**config.mk**
```make
export PLATFORM = sky130hd
export DESIGN_NAME = mixw_access_splitter
export DESIGN_NICKNAME = d
export VERILOG_FILES = /design/src/rtl/mixw_pkg.sv /design/src/rtl/mixw_width_lookup.sv /design/src/rtl/mixw_beat_plan.sv /design/src/rtl/mixw_lane_merge.sv /design/src/rtl/mixw_access_splitter.sv
export SDC_FILE = /design/constraint.sdc
export NUM_CORES = 1
export LEC_CHECK = 0
export BUFFER_PORTS_ARGS = -buffer_cell sky130_fd_sc_hd__buf_2
export CORE_MARGIN = 3
export CORE_UTILIZATION = 55
export DETAILED_ROUTE_END_ITERATION = 6
export HOLD_SLACK_MARGIN = 0.02
export PLACE_DENSITY_LB_ADDON = 0.05
export SLEW_MARGIN = 25
export SYNTH_ARGS = -nofsm -noshare
export SYNTH_HDL_FRONTEND = slang
export SYNTH_HIERARCHICAL = 1
export SYNTH_SLANG_ARGS = --single-unit
```
**constraint.sdc**
```tcl
create_clock -name clk -period 7.65 [get_ports clk]
set_input_delay 0.765 -clock clk [delete_from_list [all_inputs] [get_ports clk]]
set_output_delay 0.765 -clock clk [all_outputs]
set_load 0.03 [all_outputs]
```
**src/rtl/mixw_pkg.sv**
```systemverilog
package mixw_pkg;

   localparam int MAP_GROUPS = 128;

   localparam logic [1:0] NAT_HOLE = 2'd0;
   localparam logic [1:0] NAT_BYTE = 2'd1;
   localparam logic [1:0] NAT_HALF = 2'd2;
   localparam logic [1:0] NAT_WORD = 2'd3;

   localparam logic [1:0] SZ_BYTE = 2'd0;
   localparam logic [1:0] SZ_HALF = 2'd1;
   localparam logic [1:0] SZ_WORD = 2'd2;
   localparam logic [1:0] SZ_NONE = 2'd3;

   typedef enum logic [1:0] {
      ST_IDLE  = 2'd0,
      ST_BEAT  = 2'd1,
      ST_WBACK = 2'd2,
      ST_DONE  = 2'd3
   } split_state_e;

   // Default layout: byte block, halfword block, word block, hole block,
   // then a repeating mixture in the upper half of the window.
   function automatic logic [2*MAP_GROUPS-1:0] default_map();
      logic [2*MAP_GROUPS-1:0] m;
      m = '0;
      for (int g = 0; g < MAP_GROUPS; g++) begin
         logic [1:0] c;
         if (g < 16)      c = NAT_BYTE;
         else if (g < 32) c = NAT_HALF;
         else if (g < 48) c = NAT_WORD;
         else if (g < 64) c = NAT_HOLE;
         else             c = 2'(g % 4);
         m[2*g +: 2] = c;
      end
      return m;
   endfunction

   function automatic logic [31:0] size_mask(logic [1:0] s);
      case (s)
         SZ_BYTE: return 32'h0000_00FF;
         SZ_HALF: return 32'h0000_FFFF;
         default: return 32'hFFFF_FFFF;
      endcase
   endfunction

   function automatic logic [5:0] size_bits(logic [1:0] s);
      return 6'd8 << s;
   endfunction

endpackage

```
**src/rtl/mixw_width_lookup.sv**
```systemverilog
module mixw_width_lookup
   import mixw_pkg::*;
#(
   parameter int ADDR_W    = 12,
   parameter int WIN_BYTES = 512,
   parameter logic [2*MAP_GROUPS-1:0] MAP = default_map()
) (
   input  logic [ADDR_W-1:0] addr,
   input  logic [1:0]        size,
   output logic              reject,
   output logic [1:0]        native
);
   localparam int NGRP  = WIN_BYTES / 4;
   localparam int GRP_W = $clog2(NGRP);
   localparam int WB_W  = $clog2(WIN_BYTES);

   if (WIN_BYTES > 4*MAP_GROUPS || WIN_BYTES < 8 || (WIN_BYTES & (WIN_BYTES-1)) != 0)
      $error("mixw_width_lookup: WIN_BYTES must be a power of two within the map");
   if (ADDR_W < WB_W)
      $error("mixw_width_lookup: ADDR_W cannot cover the window");

   logic [GRP_W-1:0] grp;
   logic [1:0]       code;
   logic             outside;
   logic             misalign;

   assign grp  = addr[GRP_W+1:2];
   assign code = MAP[{grp, 1'b0} +: 2];

   // Variant: address wider than the window needs an out-of-range check.
   if (ADDR_W > WB_W) begin : g_range
      assign outside = |addr[ADDR_W-1:WB_W];
   end else begin : g_norange
      assign outside = 1'b0;
   end

   always_comb begin
      case (size)
         SZ_BYTE: misalign = 1'b0;
         SZ_HALF: misalign = addr[0];
         SZ_WORD: misalign = |addr[1:0];
         default: misalign = 1'b1;
      endcase
   end

   assign native = code - 2'd1;
   assign reject = outside | misalign | (code == NAT_HOLE);

endmodule

```
**src/rtl/mixw_beat_plan.sv**
```systemverilog
module mixw_beat_plan
   import mixw_pkg::*;
#(
   parameter int WA = 9
) (
   input  logic [1:0]    req_size,
   input  logic [1:0]    nat_size,
   input  logic [WA-1:0] base,
   input  logic [1:0]    idx,
   output logic          over,
   output logic          under,
   output logic [1:0]    last_idx,
   output logic [WA-1:0] beat_addr,
   output logic [4:0]    lane_sh,
   output logic [4:0]    slice_sh
);
   if (WA < 3) $error("mixw_beat_plan: WA too small");

   logic [WA-1:0] nmask;
   logic [2:0]    nb, sb, off3, diff;
   logic [1:0]    rem;

   always_comb begin
      case (nat_size)
         SZ_BYTE: nmask = '0;
         SZ_HALF: nmask = WA'(1);
         default: nmask = WA'(3);
      endcase
   end

   assign over  = req_size > nat_size;
   assign under = req_size < nat_size;

   assign last_idx = !over ? 2'd0 :
                     ((req_size - nat_size) == 2'd1) ? 2'd1 : 2'd3;

   assign beat_addr = over ? base + (WA'(idx) << nat_size) : (base & ~nmask);

   // Big-endian lane position of a narrow request inside the native register.
   assign nb   = 3'd1 << nat_size;
   assign sb   = 3'd1 << req_size;
   assign off3 = {1'b0, base[1:0] & nmask[1:0]};
   assign diff = nb - sb - off3;
   assign lane_sh = under ? {diff[1:0], 3'b000} : 5'd0;

   // Slice of wide write data carried by beat idx: earliest beat = top slice.
   assign rem      = last_idx - idx;
   assign slice_sh = over ? ({3'b000, rem} << ({1'b0, nat_size} + 3'd3)) : 5'd0;

endmodule

```
**src/rtl/mixw_lane_merge.sv**
```systemverilog
module mixw_lane_merge
   import mixw_pkg::*;
#(
   parameter int DATA_W = 32
) (
   input  logic [1:0]        req_size,
   input  logic [1:0]        nat_size,
   input  logic [4:0]        lane_sh,
   input  logic [4:0]        slice_sh,
   input  logic [DATA_W-1:0] nat_rd,
   input  logic [DATA_W-1:0] req_wd,
   input  logic [DATA_W-1:0] acc,
   output logic [DATA_W-1:0] ext_rd,
   output logic [DATA_W-1:0] merged_wd,
   output logic [DATA_W-1:0] slice_wd,
   output logic [DATA_W-1:0] pass_wd,
   output logic [DATA_W-1:0] acc_next
);
   if (DATA_W != 32) $error("mixw_lane_merge: only a 32-bit data path is supported");

   logic [DATA_W-1:0] rmask, nmask, rd_n;

   assign rmask = size_mask(req_size);
   assign nmask = size_mask(nat_size);
   assign rd_n  = nat_rd & nmask;

   assign ext_rd    = (rd_n >> lane_sh) & rmask;
   assign merged_wd = (rd_n & ~(rmask << lane_sh)) | ((req_wd & rmask) << lane_sh);
   assign slice_wd  = (req_wd >> slice_sh) & nmask;
   assign pass_wd   = req_wd & rmask;
   assign acc_next  = (nat_size == SZ_WORD) ? rd_n : ((acc << size_bits(nat_size)) | rd_n);

endmodule

```
**src/rtl/mixw_access_splitter.sv**
```systemverilog
module mixw_access_splitter
   import mixw_pkg::*;
#(
   parameter int ADDR_W    = 12,
   parameter int WIN_BYTES = 512,
   parameter int DATA_W    = 32,
   parameter logic [2*MAP_GROUPS-1:0] WIDTH_MAP = default_map(),
   localparam int WA = $clog2(WIN_BYTES)
) (
   input  logic              clk,
   input  logic              rst_n,
   input  logic              req_valid,
   input  logic              req_write,
   input  logic [1:0]        req_size,
   input  logic [ADDR_W-1:0] req_addr,
   input  logic [DATA_W-1:0] req_wdata,
   output logic              busy,
   output logic              rsp_valid,
   output logic [DATA_W-1:0] rsp_rdata,
   output logic              rsp_err,
   output logic              tgt_valid,
   output logic              tgt_write,
   output logic [1:0]        tgt_size,
   output logic [WA-1:0]     tgt_addr,
   output logic [DATA_W-1:0] tgt_wdata,
   input  logic [DATA_W-1:0] tgt_rdata
);
   if (DATA_W != 32) $error("mixw_access_splitter: DATA_W must be 32");

   split_state_e      state;
   logic              q_write, q_err;
   logic [1:0]        q_size, q_nat, idx;
   logic [WA-1:0]     q_addr;
   logic [DATA_W-1:0] q_wdata, q_rdata, acc, hold;

   logic              lk_reject;
   logic [1:0]        lk_native;
   logic              over, under;
   logic [1:0]        last_idx;
   logic [WA-1:0]     beat_addr;
   logic [4:0]        lane_sh, slice_sh;
   logic [DATA_W-1:0] nat_rd, ext_rd, merged_wd, slice_wd, pass_wd, acc_next;

   mixw_width_lookup #(.ADDR_W(ADDR_W), .WIN_BYTES(WIN_BYTES), .MAP(WIDTH_MAP)) u_lookup (
      .addr(req_addr), .size(req_size), .reject(lk_reject), .native(lk_native)
   );

   mixw_beat_plan #(.WA(WA)) u_plan (
      .req_size(q_size), .nat_size(q_nat), .base(q_addr), .idx(idx),
      .over(over), .under(under), .last_idx(last_idx), .beat_addr(beat_addr),
      .lane_sh(lane_sh), .slice_sh(slice_sh)
   );

   assign nat_rd = (state == ST_WBACK) ? hold : tgt_rdata;

   mixw_lane_merge #(.DATA_W(DATA_W)) u_lanes (
      .req_size(q_size), .nat_size(q_nat), .lane_sh(lane_sh), .slice_sh(slice_sh),
      .nat_rd(nat_rd), .req_wd(q_wdata), .acc(acc),
      .ext_rd(ext_rd), .merged_wd(merged_wd), .slice_wd(slice_wd),
      .pass_wd(pass_wd), .acc_next(acc_next)
   );

   always_ff @(posedge clk) begin
      if (!rst_n) begin
         state   <= ST_IDLE;
         q_write <= 1'b0;
         q_err   <= 1'b0;
         q_size  <= SZ_BYTE;
         q_nat   <= SZ_BYTE;
         q_addr  <= '0;
         q_wdata <= '0;
         q_rdata <= '0;
         acc     <= '0;
         hold    <= '0;
         idx     <= '0;
      end else begin
         case (state)
            ST_IDLE: begin
               if (req_valid) begin
                  q_write <= req_write;
                  q_size  <= req_size;
                  q_nat   <= lk_native;
                  q_addr  <= req_addr[WA-1:0];
                  q_wdata <= req_wdata;
                  q_err   <= lk_reject;
                  q_rdata <= '0;
                  acc     <= '0;
                  idx     <= '0;
                  state   <= lk_reject ? ST_DONE : ST_BEAT;
               end
            end
            ST_BEAT: begin
               if (under) begin
                  if (q_write) begin
                     hold  <= tgt_rdata;
                     state <= ST_WBACK;
                  end else begin
                     q_rdata <= ext_rd;
                     state   <= ST_DONE;
                  end
               end else begin
                  acc <= acc_next;
                  if (idx == last_idx) begin
                     if (!q_write) q_rdata <= acc_next;
                     state <= ST_DONE;
                  end else begin
                     idx <= idx + 2'd1;
                  end
               end
            end
            ST_WBACK: state <= ST_DONE;
            default:  state <= ST_IDLE;
         endcase
      end
   end

   always_comb begin
      tgt_valid = (state == ST_BEAT) || (state == ST_WBACK);
      tgt_write = (state == ST_WBACK) || (state == ST_BEAT && q_write && !under);
      tgt_addr  = beat_addr;
      tgt_size  = q_nat;
      if (state == ST_WBACK)  tgt_wdata = merged_wd;
      else if (!tgt_write)    tgt_wdata = '0;
      else if (over)          tgt_wdata = slice_wd;
      else                    tgt_wdata = pass_wd;
   end

   assign busy      = (state != ST_IDLE);
   assign rsp_valid = (state == ST_DONE);
   assign rsp_err   = (state == ST_DONE) && q_err;
   assign rsp_rdata = (state == ST_DONE) ? q_rdata : '0;

   // Independent lookup of each issued target access against the width map.
   logic       chk_reject;
   logic [1:0] chk_native;

   mixw_width_lookup #(.ADDR_W(WA), .WIN_BYTES(WIN_BYTES), .MAP(WIDTH_MAP)) u_chk_lookup (
      .addr(tgt_addr), .size(tgt_size), .reject(chk_reject), .native(chk_native)
   );

   AST_TGT_NATIVE_SIZE: assert property (@(posedge clk) disable iff (!rst_n)
      tgt_valid |-> (!chk_reject && tgt_size == chk_native));

   AST_ERR_SKIPS_TARGET: assert property (@(posedge clk) disable iff (!rst_n)
      rsp_err |-> $past(!tgt_valid));

   AST_RSP_ONE_CYCLE: assert property (@(posedge clk) disable iff (!rst_n)
      rsp_valid |=> !rsp_valid);

   AST_TGT_WHILE_BUSY: assert property (@(posedge clk) disable iff (!rst_n)
      tgt_valid |-> busy);

   AST_ACCEPT_NEEDS_REQ: assert property (@(posedge clk) disable iff (!rst_n)
      $rose(busy) |-> $past(req_valid));

   AST_RMW_READ_FIRST: assert property (@(posedge clk) disable iff (!rst_n)
      (tgt_valid && tgt_write && under) |->
         ($past(tgt_valid && !tgt_write) && tgt_addr == $past(tgt_addr)));

endmodule

```
# After elaboration in Yosys (flattened, before gate mapping)
# Cells that the tools add are included.
dict set report word_totals {
  ff_bits 147
  latch_bits 0
  mem_bits_rw 0
  mem_bits_ro 0
  input_bits 82
  elab_cells 115
  memories 0
}
dict set report op_classes {
  addsub 8
  n_mul 0
  div_mod_pow 0
  magnitude_cmp 2
  eq_ne 16
  shifts 11
  mux 33
  n_bitwise 13
  n_reduce_logical 21
}
# op n
set ops {}
lappend ops {{2-to-1 mux 32 bit} 12}
lappend ops {{one-hot mux 32 bit (2 select lines)} 4}
lappend ops {{indexed part select 256 x 9 -> 2 bit (first input constant)} 1}
lappend ops {{AND 32 bit} 5}
lappend ops {{OR 32 bit} 2}
lappend ops {{<< shifter 32 x 5 -> 32 bit} 2}
lappend ops {{>> shifter 32 x 5 -> 32 bit} 2}
lappend ops {{inverter 32 bit} 1}
lappend ops {{<< shifter 32 x 6 -> 32 bit} 1}
lappend ops {{2-to-1 mux 2 bit} 9}
lappend ops {{equality test 2 x 1 -> 1 bit (second input constant)} 5}
lappend ops {{zero test 2 bit} 5}
lappend ops {{2-to-1 mux 5 bit} 2}
lappend ops {{adder 9 bit} 1}
lappend ops {{AND 9 bit} 1}
lappend ops {{2-to-1 mux 9 bit} 1}
lappend ops {{inverter 2 -> 9 bit} 1}
lappend ops {{<< shifter 2 x 2 -> 9 bit} 1}
lappend ops {{equality test 2 bit (second input constant)} 4}
lappend ops {{one-hot mux 2 bit (2 select lines)} 2}
lappend ops {{subtractor 2 bit} 4}
lappend ops {{inequality test 2 bit (second input constant)} 3}
lappend ops {{inequality test 3 bit (second input constant)} 2}
lappend ops {{one-hot mux 2 bit (3 select lines)} 1}
lappend ops {{24 further kinds} 32}

# Logic depth before layout (Yosys ltp)
# Gate-level depths: netlist of run 1.
dict set report logic_depth {
  ltp_word 12
  mapped_depth 19
  ltp_nobuf 16
}

# Hierarchy
# Netlist of run 1, hierarchy kept.
# module n_inst cells_per_inst area_each_um2 seq_area_each_um2
set modules_own_cells {}
lappend modules_own_cells {mixw_access_splitter 1 825 7045.5 2942.8}
lappend modules_own_cells {mixw_lane_merge 1 930 6861.6 0.0}
lappend modules_own_cells {mixw_beat_plan 1 104 758.2 0.0}
lappend modules_own_cells {mixw_width_lookup 1 13 93.8 0.0}

# Least setup slack after synthesis of run 1
# No wires, ideal clock.
dict set report synth_path {
  kind {reg2out}
  startpoint {register q_nat[1] (netlist: tgt_size[1])}
  endpoint {output tgt_wdata[4]}
  arrival_ps 4787
  required_ps 6885
  path_slack_ps 2098
  path_stages_with_launch 17
  n_path_buf 3
  path_cell_list {dfxtp_1 inv_1 ha_1 a21o_2 clkbuf_1 ha_1 xnor2_1 xnor2_1 and2_1 nor3_1 clkbuf_1 buf_2 o211ai_1 mux2_2 o21ai_0 mux2i_1 o21ai_0}
}
dict set report synth_via {
  elab_chain_cells 12
}
# item line_no
set synth_rtl {}
lappend synth_rtl {{start: declaration} mixw_access_splitter.sv:32} ;# logic [1:0] q_size, q_nat, idx;
lappend synth_rtl {{start signal: assignment} mixw_access_splitter.sv:82} ;# q_nat <= lk_native;
lappend synth_rtl {{subtractor 2 bit} mixw_beat_plan.sv:35} ;# ((req_size - nat_size) == 2'd1) ? 2'd1 : 2'd3;
lappend synth_rtl {{equality test 2 x 1 -> 1 bit} mixw_beat_plan.sv:35}
lappend synth_rtl {{2-to-1 mux 2 bit} mixw_beat_plan.sv:35}
lappend synth_rtl {{2-to-1 mux 2 bit} mixw_beat_plan.sv:34} ;# assign last_idx = !over ? 2'd0 :
lappend synth_rtl {{subtractor 2 bit} mixw_beat_plan.sv:47} ;# assign rem = last_idx - idx;
lappend synth_rtl {{<< shifter 2 x 3 -> 5 bit} mixw_beat_plan.sv:48} ;# assign slice_sh = over ? ({3'b000, rem} << ({1'b0, nat_size} + 3'd3)) : 5'd0;
lappend synth_rtl {{2-to-1 mux 5 bit (*)} mixw_beat_plan.sv:48}
lappend synth_rtl {{via slice_sh[1]} mixw_access_splitter.sv:41} ;# logic [4:0] lane_sh, slice_sh;
lappend synth_rtl {{>> shifter 32 x 5 -> 32 bit (*)} mixw_lane_merge.sv:29} ;# assign slice_wd = (req_wd >> slice_sh) & nmask;
lappend synth_rtl {{AND 32 bit (*)} mixw_lane_merge.sv:29}
lappend synth_rtl {{via slice_wd[4]} mixw_access_splitter.sv:42} ;# logic [DATA_W-1:0] nat_rd, ext_rd, merged_wd, slice_wd, pass_wd, acc_next;
lappend synth_rtl {{2-to-1 mux 32 bit (*)} mixw_access_splitter.sv:124} ;# else if (over) tgt_wdata = slice_wd;
lappend synth_rtl {{2-to-1 mux 32 bit (*)} mixw_access_splitter.sv:123} ;# else if (!tgt_write) tgt_wdata = '0;
lappend synth_rtl {{2-to-1 mux 32 bit (*)} mixw_access_splitter.sv:122} ;# if (state == ST_WBACK) tgt_wdata = merged_wd;
lappend synth_rtl {{end: declaration} mixw_access_splitter.sv:25} ;# output logic [DATA_W-1:0] tgt_wdata,
# Mark *: on every way through the listed nets, which the timed path passes. The rest lies on a longest branch.

# Final worst setup path of run 1
dict set report layout_path {
  startpoint {register q_size[0]}
  endpoint {output tgt_wdata[4]}
}
# item line_no
set layout_lines {}
lappend layout_lines {{start: declaration} mixw_access_splitter.sv:32}
lappend layout_lines {{start signal: assignment} mixw_access_splitter.sv:81} ;# q_size <= req_size;
lappend layout_lines {{less-than comparator 2 bit (*)} mixw_beat_plan.sv:32} ;# assign under = req_size < nat_size;
lappend layout_lines {{via under} mixw_access_splitter.sv:38} ;# logic over, under;
lappend layout_lines {{2-to-1 mux 5 bit} mixw_beat_plan.sv:44} ;# assign lane_sh = under ? {diff[1:0], 3'b000} : 5'd0;
lappend layout_lines {{<< shifter 32 x 5 -> 32 bit} mixw_lane_merge.sv:28} ;# assign merged_wd = (rd_n & ~(rmask << lane_sh)) | ((req_wd & rmask) << lane_sh);
lappend layout_lines {{inverter 32 bit} mixw_lane_merge.sv:28}
lappend layout_lines {{AND 32 bit} mixw_lane_merge.sv:28}
lappend layout_lines {{OR 32 bit} mixw_lane_merge.sv:28}
lappend layout_lines {{2-to-1 mux 32 bit (*)} mixw_access_splitter.sv:122}
# Marks and branches as above.

==> flow_summary.toml, run 1 <==
[finish]
n_antenna_cell = 0
final_cell_area_sq_um = 15970
final_cell_mix = "nand2_1, buf_2, mux2i_1, dfxtp_1, a21boi_0"
fin_util = 0.6094
fill_cells = 2393
fin_nets = 2001
layout.cells.non_filler = 2245
synthToLayoutAreaGrowth_pct = 8.206
layout.cells.most_common = "nand2_1"
drive_gt1_frac = 0.1990

[synthesis]
synth.cell_area_sq_um = 14760
ys_async_sr_fraction = 0
synth_ff_type = "dfxtp_1"
ys_seq_area_frac = 0.1994
netlist_instances = 1872
synth-edff-count = 0
synthDistinctLibCells = 83
ys_warn_count = 6
synth.avg_cell_area_sq_um = 7.884
ys_seq_elements = 147

[timing]
fin_crit_ps = 6424
hold_violations = 0
worst_pin_slew_ps = 1026
slew_headroom = 0.3161
fmax_mhz = 155.7
fin_skew_ps = 10.32
period_share = 0.8397
rsz0062_at_grt = "no"
setup_viol = 0
setup_ws_ps = 1226
finalMaxSlewViolations = 0
hold_slack_ps = 460.4
fin_setup_tns_ps = 0

[detailed_routing]
avgRoutedWirePerCell_um = 25.56
dr_total_vias = 15484
drtPass1Iterations = 6
drc = 0
finalWirelength_um = 57380
viasPerCell = 6.897
drtIter0Drc = 2429
postRouteAntennaNets = 0

[placed_design]
dp.cells = 2213
finalWeightedCongestion = 1.008
placed_area_sq_um = 15400
place_hpwl_um = 40060
place_ws_ps = 1717
port_buffers = 161

[clocking]
clock_sinks = 147
cts_resized = 0
insertion_delay_ps = 440
cts_setup_buffers = 0
cts_buffers = 17
holdBufCountCts = 0
cts_root_buffer = "clkbuf_16"
htreeDepth = 4
clkSlewWorstSetupHoldPaths_ps = 80
cts_tree = "built"
cts_buffer_depth = 2

[setup_path]
crit_type = "reg -> out"
critPathRequiredTime_ps = 6880
cp.arrival_ps = 5660
start_kind = "flip-flop"
cp-end-kind = "output pin"
cp_max_fo = 27

[power_and_ir_drop]
ir_worst_vdd_mv = 0.2891
finalPower_mw = 4.062
p_per_area_nw_per_um2 = 254.4
power_leakage_nw = 5.813

[floorplan]
top_level_ports = 162
fp-row-count = 59
core_sq_um = 26210
die-area_sq_um = 28840
die_w_um = 169.8
initial_core_util = 0.5632
die_h_um = 169.8

[hold_path]
hold_path.class = "reg -> reg"

[global_route]
grt_pass1_vias = 14152
grt_max_degree = 120
grt_first_pass_wirelength_um = 86270
grt_usage = 0.3831
antenna_found_initial = 1
gr-total-overflow = 0

[job]
maxCapViolations = 0

[run_status]
status = "completed"
## power by group
group	switching, mW	internal (mW)
clock network	0.415	0.431
logic	1.49	0.745
registers	0.153	0.825
total	2.06	2.00
## sequential cells by signal (all words and copies together) (netlist names)
| name | cells |
|---|---|
| idx | 2 |
| q_wdata | 32 |
| q_write | 1 |
| state | 2 |
| hold | 32 |
| q_addr | 9 |
| q_rdata | 32 |
| tgt_size | 2 |
| acc | 32 |
| q_size | 2 |
| q_err | 1 |
## cells by family (layout without fill, tap and decap cells)
| logic type | Yosys count | count (layout) | share of synthesized area |
|---|---|---|---|
| and+or+nand+nor | 680 | 680 | 0.2074 |
| AOI/OAI and AO/OA | 514 | 514 | 0.2408 |
| muxes | 280 | 280 | 0.2580 |
| buffers and inverters | 215 | 251 | 0.06553 |
| DFF | 147 | 147 | 0.1994 |
| adders and majority gates | 24 | 24 | 0.02153 |
| xor gates and xnor gates | 11 | 11 | 0.007037 |
| other | 1 | 3 | 0.0002541 |
## path summary, 6_finish.rpt
check                    from  slack [ps]  depth (start not counted)      endpoint
setup / recovery    q_size[0]        1230                         16  tgt_wdata[4]
hold / removal     q_rdata[8]         460                          1    q_rdata[8]
setup reg to reg  tgt_size[1]        2900                         14   q_rdata[10]
hold reg to reg    q_rdata[8]         460                          1    q_rdata[8]
## routing by layer
metal	share of wire	track usage	vias up
met5	0.00021	0	-
li1	-	-	6860
met2	0.42	0.5628	1073
met1	0.41	0.5515	7391
met3	0.13	0.09965	158
met4	0.036	0.1206	2
## cell type report
class	instances	area, sq um	share of cell area
Tap cell	335	419.2	0.02625
Clock inverter	15	138.9	0.008696
Clock buffer	17	425.4	0.02664
Sequential cell	147	2947	0.1845
Multi-Input combinational cell	1512	10910	0.6832
Timing Repair Buffer	188	1012	0.06338
Inverter	31	116.4	0.007286
## cells in the mapped netlist, types with 5 or more instances
library cell  number  area share
nand2_1          374       0.095
mux2i_1          149        0.10
dfxtp_1          147        0.20
clkbuf_1         115       0.029
a21boi_0         112       0.057
o21ai_0           99       0.034
mux4_2            72        0.11
nor2_1            72       0.018
and2_1            70       0.030
nand3_1           70       0.024
a21oi_1           68       0.023
mux2_2            57       0.043
o211ai_1          34       0.017
o2bb2ai_1         32       0.019
buf_2             29      0.0098
inv_1             25      0.0064
a22oi_1           19      0.0097
ha_1              19       0.016
a211oi_1          18      0.0092
buf_4             17      0.0086
nor2b_1           16      0.0068
a21o_1            15      0.0076
buf_1             15      0.0038
nor3_1            15      0.0051
nand2b_1          14      0.0059
o22ai_1           14      0.0059
a31oi_1           12      0.0051
and3_1            12      0.0051
a22o_1             9      0.0053
xnor2_1            9      0.0053
buf_6              8      0.0061
o21ai_1            8      0.0027
or3_1              7      0.0030
a221oi_1           6      0.0036
nor4_1             6      0.0025
o21a_1             6      0.0031
a32o_1             5      0.0034
o2111ai_1          5      0.0030
o31ai_1            5      0.0025
## worst max-delay path: stages (launching register included)
cell and delay, ps:
dfxtp_1 880, inv_1 120, ha_1 250, fa_2 340
a21o_2 290, ha_1 220, xnor2_1 160, or4b_1 500
a31oi_2 210, buf_4 320, inv_2 290, mux4_2 540
mux2_2 290, o21ai_0 200, mux2i_1 100, o21ai_0 240
buf_2 250
Power figures use the tool's default switching activity.
==> run 2, diff against run 1 <==
==> constraint.sdc (replaced) <==
create_clock -name clk -period 5.18 [get_ports clk]
set_input_delay 0.518 -clock clk [delete_from_list [all_inputs] [get_ports clk]]
set_output_delay 0.518 -clock clk [all_outputs]
set_load 0.03 [all_outputs]
==> flow_summary.toml, run 2 (same netlist as run 1, synthesis figures left out) <==
[power_and_ir_drop]
ir_worst_vdd_mv = 0.4908
p_per_area_nw_per_um2 = 377.5
power_leakage_nw = 5.931

[floorplan]
top_level_ports = 162
initial_core_util = 0.5632
die_h_um = 169.8
die_w_um = 169.8
die-area_sq_um = 28840
core_sq_um = 26210
fp-row-count = 59

[clocking]
cts_buffer_depth = 2
insertion_delay_ps = 440
htreeDepth = 4
cts_tree = "built"
cts_root_buffer = "clkbuf_16"
cts_buffers = 17
holdBufCountCts = 0
clkSlewWorstSetupHoldPaths_ps = 80
clock_sinks = 147

[placed_design]
finalWeightedCongestion = 1.041
place_ws_ps = 261.3
place_hpwl_um = 40160
port_buffers = 161
placed_area_sq_um = 15530

[global_route]
grt_max_degree = 119
gr-total-overflow = 0
grt_usage = 0.3815
grt_util_met3 = 0.1154
antenna_found_initial = 0
grt_first_pass_wirelength_um = 85750
grt_pass1_vias = 14484
grt.busiest_layer = "met2"
grtUsageMet1 = 0.5295
met2_usage = 0.5616

[finish]
seqCellArea_sq_um = 2947
final_cell_mix = "nand2_1, buf_2, mux2i_1, dfxtp_1, a21boi_0"
drive_gt1_frac = 0.2110
fill_cells = 2428
fin_nets = 2020
n_antenna_cell = 0
layout.cells.most_common = "nand2_1"
synthToLayoutAreaGrowth_pct = 9.698
multi_input_area_sq_um = 10930
final_cell_area_sq_um = 16190

[timing]
fin_skew_ps = 15.50
period_share = 0.9763
finalMaxSlewViolations = 0
hold_slack_ps = 324.8
setup_ws_ps = 122.6
rsz0062_at_grt = "yes"
worst_pin_slew_ps = 954.7
slew_headroom = 0.3622
setup_viol = 0
fmax_mhz = 197.7
fin_crit_ps = 5057
hold_violations = 0

[detailed_routing]
drtIter0Drc = 1989
avgRoutedWirePerCell_um = 25.10
postRouteAntennaNets = 0
viasPerCell = 6.826
drtPass1Iterations = 7
drc = 0
finalWirelength_um = 56830
dr_total_vias = 15455

[job]
maxCapViolations = 0

[setup_path]
crit_type = "reg -> out"
cp_max_fo = 24
start_kind = "flip-flop"
cp-end-kind = "output pin"
critPathRequiredTime_ps = 4660
cp.arrival_ps = 4540

[run_status]
status = "completed"

[hold_path]
hold_path.class = "in -> reg"
==> run 2: changes by cell type in the layout (fill, tap and decap cells not counted), moves of 2 or more <==
cell,before,now
buf_4,26,43
mux2i_2,0,2
mux2i_1,149,147
o21ai_0,99,81
o21ai_1,8,25
inv_8,3,5
inv_6,6,3
clkinv_4,1,3
==> run 2: final cells by class <==
type                       count  share of cell area
clock buffer                  18             0.02713
clock inverter                14             0.01005
inverter                      31            0.007419
multi-input combinational   1512              0.6749
sequential                   147              0.1820
tap                          335             0.02589
timing repair buffer         207             0.07264
==> run 2: final timing paths <==
| path | cells past startpoint | to | from | slack [ps] |
|---|---|---|---|---|
| worst min-delay path | 3 | q_addr[5] | req_addr[5] | 320 |
| worst max-delay path | 17 | tgt_wdata[8] | q_size[0] | 120 |
| worst max register to register | 14 | q_rdata[10] | tgt_size[1] | 1050 |
| worst min register to register | 1 | q_rdata[30] | q_rdata[30] | 460 |
==> run 2: what timing repair did <==
item / CTS / global route
setup buffers: 0 / 2
pin swaps: 0 / 1
endpoints found under the setup margin: 9 / 23
gates resized for setup: 2 / 9
==> run 2: critical path, cell delays in order, from the launching register on <==
cell and delay, ps:
dfxtp_1 330, inv_1 40, ha_1 200, fa_2 350
a21o_2 210, ha_1 190, xnor2_1 160, or4b_1 500
a31oi_2 250, buf_4 340, mux4_2 370, mux2i_2 330
nor2_1 80, a21oi_1 170, o22ai_1 120, mux2i_1 160
o21ai_0 100, buf_2 210
==> run 2: metal layers <==
layer | up-vias | share of wire
li1 | 6903 | -
met5 | - | 0
met2 | 1060 | 0.43
met3 | 166 | 0.13
met4 | 0 | 0.038
met1 | 7326 | 0.41
==> run 2: through the flow <==
step	utilization	setup TNS (ps)	cells	total power, mW
floorplan	-	0	1874	3.675
global placement	0.5926	0	2230	4.630
detailed placement	0.5926	0	2230	4.646
CTS	0.6159	0	2262	5.960
global route	0.6178	-161.8	2264	6.351
finish	0.6178	0	2264	6.112
==> run 2: power breakdown <==
group / total [mW] / internal (mW) / switching [mW]
clock: 1.31 / 0.703 / 0.611
sequential: 1.41 / 1.22 / 0.191
combinational: 3.39 / 1.15 / 2.24
